<file path="src/rtl/usbirq_pkg.sv">
// Package: register offsets and bank layouts shared by the interrupt wrapper.
// Assumes byte offsets on an 8-bit address and 32-bit registers.
package usbirq_pkg;
    localparam int DATA_W = 32;
    localparam int ADDR_W = 8;

    localparam logic [ADDR_W-1:0] OFS_REV       = 8'h00;
    localparam logic [ADDR_W-1:0] OFS_CTRL      = 8'h04;
    localparam logic [ADDR_W-1:0] OFS_STATUS    = 8'h08;
    localparam logic [ADDR_W-1:0] OFS_EP_BASE   = 8'h20;
    localparam logic [ADDR_W-1:0] OFS_CORE_BASE = 8'h40;
    localparam logic [ADDR_W-1:0] OFS_EOI       = 8'h60;

    // Offsets within one seven-register bank.
    localparam logic [ADDR_W-1:0] BK_SRC    = 8'h00;
    localparam logic [ADDR_W-1:0] BK_SET    = 8'h04;
    localparam logic [ADDR_W-1:0] BK_CLR    = 8'h08;
    localparam logic [ADDR_W-1:0] BK_MASK   = 8'h0C;
    localparam logic [ADDR_W-1:0] BK_MSET   = 8'h10;
    localparam logic [ADDR_W-1:0] BK_MCLR   = 8'h14;
    localparam logic [ADDR_W-1:0] BK_MASKED = 8'h18;

    localparam int NUM_EP    = 16;
    localparam int RX_LSB    = 16;
    localparam int CORE_W    = 9;
    localparam int CORE_LSB  = 16;

    // Implemented bits of each bank.
    localparam logic [DATA_W-1:0] EP_VALID   = 32'hFFFE_FFFF;
    localparam logic [DATA_W-1:0] CORE_VALID = ((32'h1 << CORE_W) - 32'h1) << CORE_LSB;

    // Decoded write strobes for one bank.
    typedef struct packed {
        logic src_set;
        logic src_clr;
        logic msk_set;
        logic msk_clr;
    } bank_wr_t;
endpackage

</file>
<file path="src/rtl/usbirq_sync.sv">
// Module: multi-flop level synchronizer.
// Assumes STAGES >= 2 and a quasi-static input level.
module usbirq_sync #(
    parameter int STAGES = 2
) (
    input  logic clk,
    input  logic rst_n,
    input  logic d,
    output logic q
);
    logic [STAGES-1:0] chain;

    // Shift the asynchronous level through the flop chain.
    always_ff @(posedge clk) begin
        if (!rst_n) chain <= '0;
        else        chain <= {chain[STAGES-2:0], d};
    end

    assign q = chain[STAGES-1];
endmodule

</file>
<file path="src/rtl/usbirq_bank.sv">
// Module: one event-source register plus enable mask with set/clear aliases.
// Assumes at most one of the four write strobes is high per cycle and that
// hw_evt is synchronous to clk. Bits outside VALID are held at zero.
module usbirq_bank
    import usbirq_pkg::*;
#(
    parameter logic [DATA_W-1:0] VALID = '1
) (
    input  logic              clk,
    input  logic              rst_n,
    input  logic [DATA_W-1:0] hw_evt,
    input  bank_wr_t          wr,
    input  logic [DATA_W-1:0] wdata,
    output logic [DATA_W-1:0] src,
    output logic [DATA_W-1:0] mask,
    output logic [DATA_W-1:0] masked
);
    logic [DATA_W-1:0] src_n, mask_n;

    // Next source: software set, then clear, then hardware events win.
    always_comb begin
        src_n = src;
        if (wr.src_set) src_n = src_n | wdata;
        if (wr.src_clr) src_n = src_n & ~wdata;
        src_n = (src_n | hw_evt) & VALID;
    end

    // Next mask: only the mask aliases touch it.
    always_comb begin
        mask_n = mask;
        if (wr.msk_set) mask_n = mask_n | wdata;
        if (wr.msk_clr) mask_n = mask_n & ~wdata;
        mask_n = mask_n & VALID;
    end

    // State registers of the bank.
    always_ff @(posedge clk) begin
        if (!rst_n) begin
            src  <= '0;
            mask <= '0;
        end else begin
            src  <= src_n;
            mask <= mask_n;
        end
    end

    assign masked = src & mask;

    a_r4_reserved_zero: assert property (@(posedge clk) disable iff (!rst_n)
        ((src & ~VALID) == '0) && ((mask & ~VALID) == '0));

    a_r7_hw_event_kept: assert property (@(posedge clk) disable iff (!rst_n)
        ((hw_evt & VALID) != '0) |=>
        ((src & $past(hw_evt & VALID)) == $past(hw_evt & VALID)));

    a_r3_clear_alias: assert property (@(posedge clk) disable iff (!rst_n)
        wr.src_clr |=> ((src & $past(wdata & ~hw_evt)) == '0));

    a_r3_mask_clear: assert property (@(posedge clk) disable iff (!rst_n)
        wr.msk_clr |=> ((mask & $past(wdata)) == '0));

    a_r3_mask_hold: assert property (@(posedge clk) disable iff (!rst_n)
        !(wr.msk_set || wr.msk_clr) |=> $stable(mask));
endmodule

</file>
<file path="src/rtl/usbirq_gate.sv">
// Module: level interrupt with end-of-interrupt re-arm.
// Assumes pending is a registered OR of masked sources. After the output has
// fired, it cannot rise again until eoi_wr is seen.
module usbirq_gate (
    input  logic clk,
    input  logic rst_n,
    input  logic pending,
    input  logic eoi_wr,
    output logic irq
);
    logic armed;
    logic irq_n;

    // Output stays high while pending, or rises when armed or just re-armed.
    always_comb irq_n = pending & (irq | armed | eoi_wr);

    // Track the output and the arm flag.
    always_ff @(posedge clk) begin
        if (!rst_n) begin
            irq   <= 1'b0;
            armed <= 1'b1;
        end else begin
            irq <= irq_n;
            if (irq_n)       armed <= 1'b0;
            else if (eoi_wr) armed <= 1'b1;
        end
    end

    a_r9_hold_off: assert property (@(posedge clk) disable iff (!rst_n)
        (!irq && !armed && !eoi_wr) |=> !irq);

    a_r9_eoi_rearm: assert property (@(posedge clk) disable iff (!rst_n)
        (eoi_wr && pending) |=> irq);

    a_r8_irq_needs_pending: assert property (@(posedge clk) disable iff (!rst_n)
        irq |-> $past(pending));
endmodule

</file>
<file path="src/rtl/usbirq_glue.sv">
// Module: top of the USB controller interrupt wrapper. Decodes a simple
// 32-bit register bus, maps core event lines into an endpoint bank and a
// core bank, drives one gated level interrupt, a soft-reset pulse and a
// status view of the synchronized VBUS-drive level.
// Assumes one access per cycle; read data is combinational from reg_addr.
module usbirq_glue
    import usbirq_pkg::*;
#(
    parameter logic [DATA_W-1:0] REVISION    = 32'h0002_0107,
    parameter int                SYNC_STAGES = 2
) (
    input  logic              clk,
    input  logic              rst_n,
    input  logic              reg_sel,
    input  logic              reg_wr,
    input  logic [ADDR_W-1:0] reg_addr,
    input  logic [DATA_W-1:0] reg_wdata,
    output logic [DATA_W-1:0] reg_rdata,
    input  logic [NUM_EP-1:0] ep_tx_evt,
    input  logic [NUM_EP-1:0] ep_rx_evt,
    input  logic [CORE_W-1:0] core_evt,
    input  logic              vbus_drive,
    output logic              cpu_irq,
    output logic              core_soft_rst
);
    localparam int NUM_BANKS = 2;
    localparam logic [ADDR_W-1:0] BANK_BASE [NUM_BANKS] = '{OFS_EP_BASE, OFS_CORE_BASE};
    localparam logic [DATA_W-1:0] BANK_VALID [NUM_BANKS] = '{EP_VALID, CORE_VALID};

    logic              wr_en;
    logic [DATA_W-1:0] hw_evt [NUM_BANKS];
    bank_wr_t          bank_wr [NUM_BANKS];
    logic [DATA_W-1:0] src    [NUM_BANKS];
    logic [DATA_W-1:0] mask   [NUM_BANKS];
    logic [DATA_W-1:0] masked [NUM_BANKS];
    logic [NUM_BANKS-1:0] bank_pend;
    logic              vbus_sync;
    logic              eoi_wr;
    logic              ctrl_rst_wr;

    assign wr_en = reg_sel & reg_wr;

    // Place the event lines at their bit positions in each bank word.
    always_comb begin
        hw_evt[0] = '0;
        hw_evt[0][NUM_EP-1:0] = ep_tx_evt;
        hw_evt[0][RX_LSB+NUM_EP-1:RX_LSB+1] = ep_rx_evt[NUM_EP-1:1];
        hw_evt[1] = '0;
        hw_evt[1][CORE_LSB+CORE_W-1:CORE_LSB] = core_evt;
    end

    for (genvar b = 0; b < NUM_BANKS; b++) begin : g_bank
        // Decode the four write aliases of this bank.
        always_comb begin
            bank_wr[b].src_set = wr_en && (reg_addr == BANK_BASE[b] + BK_SET);
            bank_wr[b].src_clr = wr_en && (reg_addr == BANK_BASE[b] + BK_CLR);
            bank_wr[b].msk_set = wr_en && (reg_addr == BANK_BASE[b] + BK_MSET);
            bank_wr[b].msk_clr = wr_en && (reg_addr == BANK_BASE[b] + BK_MCLR);
        end

        usbirq_bank #(.VALID(BANK_VALID[b])) u_bank (
            .clk    (clk),
            .rst_n  (rst_n),
            .hw_evt (hw_evt[b]),
            .wr     (bank_wr[b]),
            .wdata  (reg_wdata),
            .src    (src[b]),
            .mask   (mask[b]),
            .masked (masked[b])
        );

        assign bank_pend[b] = |masked[b];
    end

    assign eoi_wr      = wr_en && (reg_addr == OFS_EOI);
    assign ctrl_rst_wr = wr_en && (reg_addr == OFS_CTRL) && reg_wdata[0];

    usbirq_gate u_gate (
        .clk     (clk),
        .rst_n   (rst_n),
        .pending (|bank_pend),
        .eoi_wr  (eoi_wr),
        .irq     (cpu_irq)
    );

    usbirq_sync #(.STAGES(SYNC_STAGES)) u_vbus_sync (
        .clk   (clk),
        .rst_n (rst_n),
        .d     (vbus_drive),
        .q     (vbus_sync)
    );

    // One-cycle soft-reset pulse after a control write of bit 0.
    always_ff @(posedge clk) begin
        if (!rst_n) core_soft_rst <= 1'b0;
        else        core_soft_rst <= ctrl_rst_wr;
    end

    // Read multiplexer over the register map.
    always_comb begin
        reg_rdata = '0;
        case (reg_addr)
            OFS_REV:    reg_rdata = REVISION;
            OFS_STATUS: reg_rdata = {{(DATA_W-1){1'b0}}, vbus_sync};
            default: begin
                for (int b = 0; b < NUM_BANKS; b++) begin
                    if (reg_addr == BANK_BASE[b] + BK_SRC ||
                        reg_addr == BANK_BASE[b] + BK_SET ||
                        reg_addr == BANK_BASE[b] + BK_CLR)
                        reg_rdata = src[b];
                    if (reg_addr == BANK_BASE[b] + BK_MASK ||
                        reg_addr == BANK_BASE[b] + BK_MSET ||
                        reg_addr == BANK_BASE[b] + BK_MCLR)
                        reg_rdata = mask[b];
                    if (reg_addr == BANK_BASE[b] + BK_MASKED)
                        reg_rdata = masked[b];
                end
            end
        endcase
    end

    a_r10_soft_reset_pulse: assert property (@(posedge clk) disable iff (!rst_n)
        (wr_en && reg_addr == OFS_CTRL && reg_wdata[0]) |=> core_soft_rst);

    a_r10_no_spurious_reset: assert property (@(posedge clk) disable iff (!rst_n)
        !(wr_en && reg_addr == OFS_CTRL && reg_wdata[0]) |=> !core_soft_rst);

    a_r1_rev_nonzero: assert property (@(posedge clk) disable iff (!rst_n)
        (reg_addr == OFS_REV) |-> (reg_rdata != '0));
endmodule

</file>
<file path="config.mk">
export PLATFORM = sky130hd
export DESIGN_NAME = usbirq_glue
export DESIGN_NICKNAME = d
export VERILOG_FILES = /design/src/rtl/usbirq_pkg.sv /design/src/rtl/usbirq_sync.sv /design/src/rtl/usbirq_bank.sv /design/src/rtl/usbirq_gate.sv /design/src/rtl/usbirq_glue.sv
export SDC_FILE = /design/constraint.sdc
export NUM_CORES = 1
export LEC_CHECK = 0
export ABC_AREA = 0
export BUFFER_PORTS_ARGS = -buffer_cell sky130_fd_sc_hd__buf_2
export CORE_MARGIN = 5
export CORE_UTILIZATION = 40
export CTS_CLUSTER_SIZE = 25
export DETAILED_ROUTE_END_ITERATION = 12
export GPL_ROUTABILITY_DRIVEN = 1
export MAX_ROUTING_LAYER = met4
export PLACE_DENSITY_LB_ADDON = 0.05
export SLEW_MARGIN = 25
export SYNTH_ARGS = -nofsm -noshare
export SYNTH_HDL_FRONTEND = slang
export SYNTH_SLANG_ARGS = --single-unit
</file>
<file path="constraint.sdc">
create_clock -name clk -period 1.8 [get_ports clk]
set_input_delay 0.09 -clock clk [delete_from_list [all_inputs] [get_ports clk]]
set_output_delay 0.09 -clock clk [all_outputs]
set_load 0.01 [all_outputs]
</file>
==> qor.csv <==
stage,metric,value,unit
outcome,status,"finished, violations left",
outcome,failing checks,setup timing,
grt,initial antenna violation count,0,
job,Max-cap violations,0,
setup_path,CP max FO,5,
cells_and_area,Area growth syn-to-layout,56.88,%
grt,total grt overflow,0,
floorplan,overall die height,114.5,µm
floorplan,Die Wd,114.5,µm
clocking,clk sinks,85,
min_path,Tightest Hold Check Type,in -> reg,
setup_path,"slowest stage delay, CP",0.34,ns
synthesis,"flops & latches, synth",85,
synthesis,"Avg Cell Area, Syn",8.768,µm²
sta,achievable frequency,535.0,MHz
grt,vias in the first global route,4950,
routing,Via density,5.709,
clocking,Num CTS Buffers,9,
sta,Hold Slack,0.01986,ns
synthesis,Synth Area in Simple Gates,9.656,%
clocking,CTS Root Cell,clkbuf_8,
sta,Final Critical Period,1.869,ns
synthesis,Yosys cell types,44,
clocking,H-tree levels,3,
setup_path,Crit-path slowest cell,nor3_4,
clocking,CTS tree,yes,
routing,Wirelength per Cell,18.78,µm
grt,Tot GR Track Use,25.58,%
synthesis,complex-gate fraction of the synthesized area,46.53,%
routing,drt pass-1 iters,5,
placement,placer congestion estimate,0.8735,
sta,crit share post-route,103.8,%
sta,RSZ-0062 raised after global routing,yes,
setup_path,CP most frequent cell,a221oi_2,
setup_path,CP startpoint kind,primary input,
setup_path,worst path cell trace,"buf_8, buf_6, nand4bb_4, nor3_4, clkbuf_16, a21o_1, a221oi_2, a221oi_2, buf_2",
synthesis,sequential area share after synthesis,38.97,%
pwr,Pleak,2.999,nW
cells_and_area,Nets,821,
floorplan,Row Count,38,
sta,setup violators final,6,
floorplan,# IOs,120,
clocking,"Clk Latency, worst-skew pair",0.38,ns
routing,final WL,16.53,mm
synthesis,Post-Syn Instances,498,
floorplan,CORE AREA,10790,µm²
floorplan,initial core utilization,40.46,%
grt,first-pass GRT wire length,25.56,mm
routing,drt drc,0,
sta,setup tns final,-0.1207,ns
setup_path,endpoint class of the critical path,primary output,
synthesis,largest family of logic cells by synthesized area,compound AO/OA/AOI/OAI gates,
synthesis,Post-Syn Area,4367,µm²
floorplan,die area,13110,µm²
clocking,maximum root-to-sink buffer count,2,
synthesis,yosys warns,0,
pwr,PnR Total Power,3.906,mW
pwr,VDD IR max,406.4,µV
placement,port bufs,118,
sta,Least-Margin Pin Slew,0.5246,ns
setup_path,CP Data Required Time,1.71,ns
synthesis,proportion of synthesized area in mux cells,0,%
sta,Slew headroom,65.03,%
synthesis,Adder-Cell Fraction of Synth Area,0,%
setup_path,Setup CP Type,in -> out,
sta,final worst slack,-0.06901,ns
routing,antenna-violating nets left,0,
pwr,Power per Cell Area,570.2,nW/µm²
routing,DRT iter0 DRCs,358,
sta,Final Hold Fails,0,
sta,clk_skew,0.007289,ns
synthesis,Mapped Nets,584,
sta,"Slew Viols, Final",0,
grt,largest net degree at the start of global routing,43,
cells_and_area,ant diodes,0,
clocking,clk slew on worst S/H paths,0.09,ns
cells_and_area,share of layout cells above drive strength 1,33.51,%
cells_and_area,Fillers,938,
routing,via count,5024,
setup_path,CP arrival,1.78,ns
cells_and_area,fin cells,880,
placement,DP HPWL,10.93,mm
placement,placed cells,779,
synthesis,Synth Area in XOR/XNOR,0,%
through the flow:
stage          cell area [µm²]  util (%)  setup slack [ns]
3_3_place_gp              5569     51.60           -0.1265
3_5_place_dp              5569     51.60           -0.1621
5_1_grt                   6850     63.47           -0.1144
2_1_floorplan             4367         -           0.06465
4_1_cts                   6579     60.96        -0.0001704
6_report                  6850     63.47          -0.06901
kinds of logic after synthesis:
| kind of cell | Yosys count |
|---|---|
| compound gates | 287 |
| flops | 85 |
| buf+inv | 50 |
| simple gates | 76 |
synth_stat cells, drive strengths merged:
master   count  share of area, %
a21oi       89                10
dfxtp       85                39
a211oi      57               9.8
a21o        31               5.3
nor2        27               2.6
a22o        25               5.0
clkbuf      25               2.1
o21a        23               4.0
a221oi      20               4.4
o41ai       16               3.2
nand2       15               1.3
a22oi       14               2.4
buf         13               1.7
inv         11              0.95
nor3         5              0.80
and2         4              0.57
nand4        4              0.57
o21ai        4              0.46
a221o        3              0.69
nor2b        3              0.43
a31oi        2              0.29
and3b        2              0.40
nand2b       2              0.29
nand3        2              0.23
nand4bb      2              0.52
nor4b        2              0.54
or4b         2              0.46
clkinv       1             0.086
nor3b        1              0.17
nor4         1              0.14
nor4bb       1              0.23
o2111a       1              0.26
o22ai        1              0.29
o2bb2ai      1              0.20
or2          1              0.14
or3          1              0.14
or4          1              0.17
critical path: cells and delay by family:
kind                   cells  cell delay, ns
AO/OA/AOI/OAI              3            0.49
buffers and inverters      4            0.60
AND/OR/NAND/NOR            2            0.58
layer usage:
layer	part of all wire (%)	vias up	wire length [µm]	global-route usage (%)
met2	47	147	7779	39.97
met3	5.6	18	933	5.021
li1	-	2457	-	-
met5	0	-	0	-
met4	1.3	0	217	7.443
met1	46	2402	7597	33.64
what timing repair did:
item                                   4_1_cts  5_1_grt
endpoints found under the hold margin       78        0
gates resized for setup                     19       42
pin swaps                                    8       31
setup endpoints to repair                   27       29
cloned                                       1        2
buffers inserted                             7        6
hold buffers                                71        0
report_power, final:
group / total (mW) / internal (mW) / switching (mW)
Combinational: 0.596 / 0.330 / 0.267
Clock: 1.30 / 0.576 / 0.721
Sequential: 2.01 / 1.95 / 0.0657
layout by cell type, fill, tap and decap left out, types with 11 or more instances in the layout:
cell and instances:
a221oi_2 14, a22o_1 25, dlygate4sd3_1 71, a21o_1 31
a211oi_1 57, buf_4 56, nor2_1 22, inv_1 11
nand2_1 12, o21a_1 23, dfxtp_1 84, o41ai_1 16
buf_2 113, clkbuf_8 11, buf_12 12, a21oi_1 89
layout make-up:
type | instances | area [µm²] | area share (%)
multi-input combinational | 363 | 2641 | 38.56
timing repair buffer | 264 | 2107 | 30.76
sequential | 85 | 1703 | 24.86
tap | 140 | 175.2 | 2.557
clock buffer | 13 | 158.9 | 2.320
inverter | 12 | 45.04 | 0.6575
clock inverter | 3 | 20.02 | 0.2922
path summary, 6_finish.rpt:
kind | slack [ns] | cells after the start | startpoint | endpoint
setup / recovery | -0.07 | 9 | reg_addr[7] | reg_rdata[19]
hold / removal | 0.02 | 2 | reg_wdata[22] | flip-flop
setup reg to reg | 0.02 | 5 | flip-flop | u_gate.irq
hold reg to reg | 0.44 | 1 | u_vbus_sync.chain[0] | u_vbus_sync.chain[1]
Note: power is estimated with default switching activity, not from simulation.
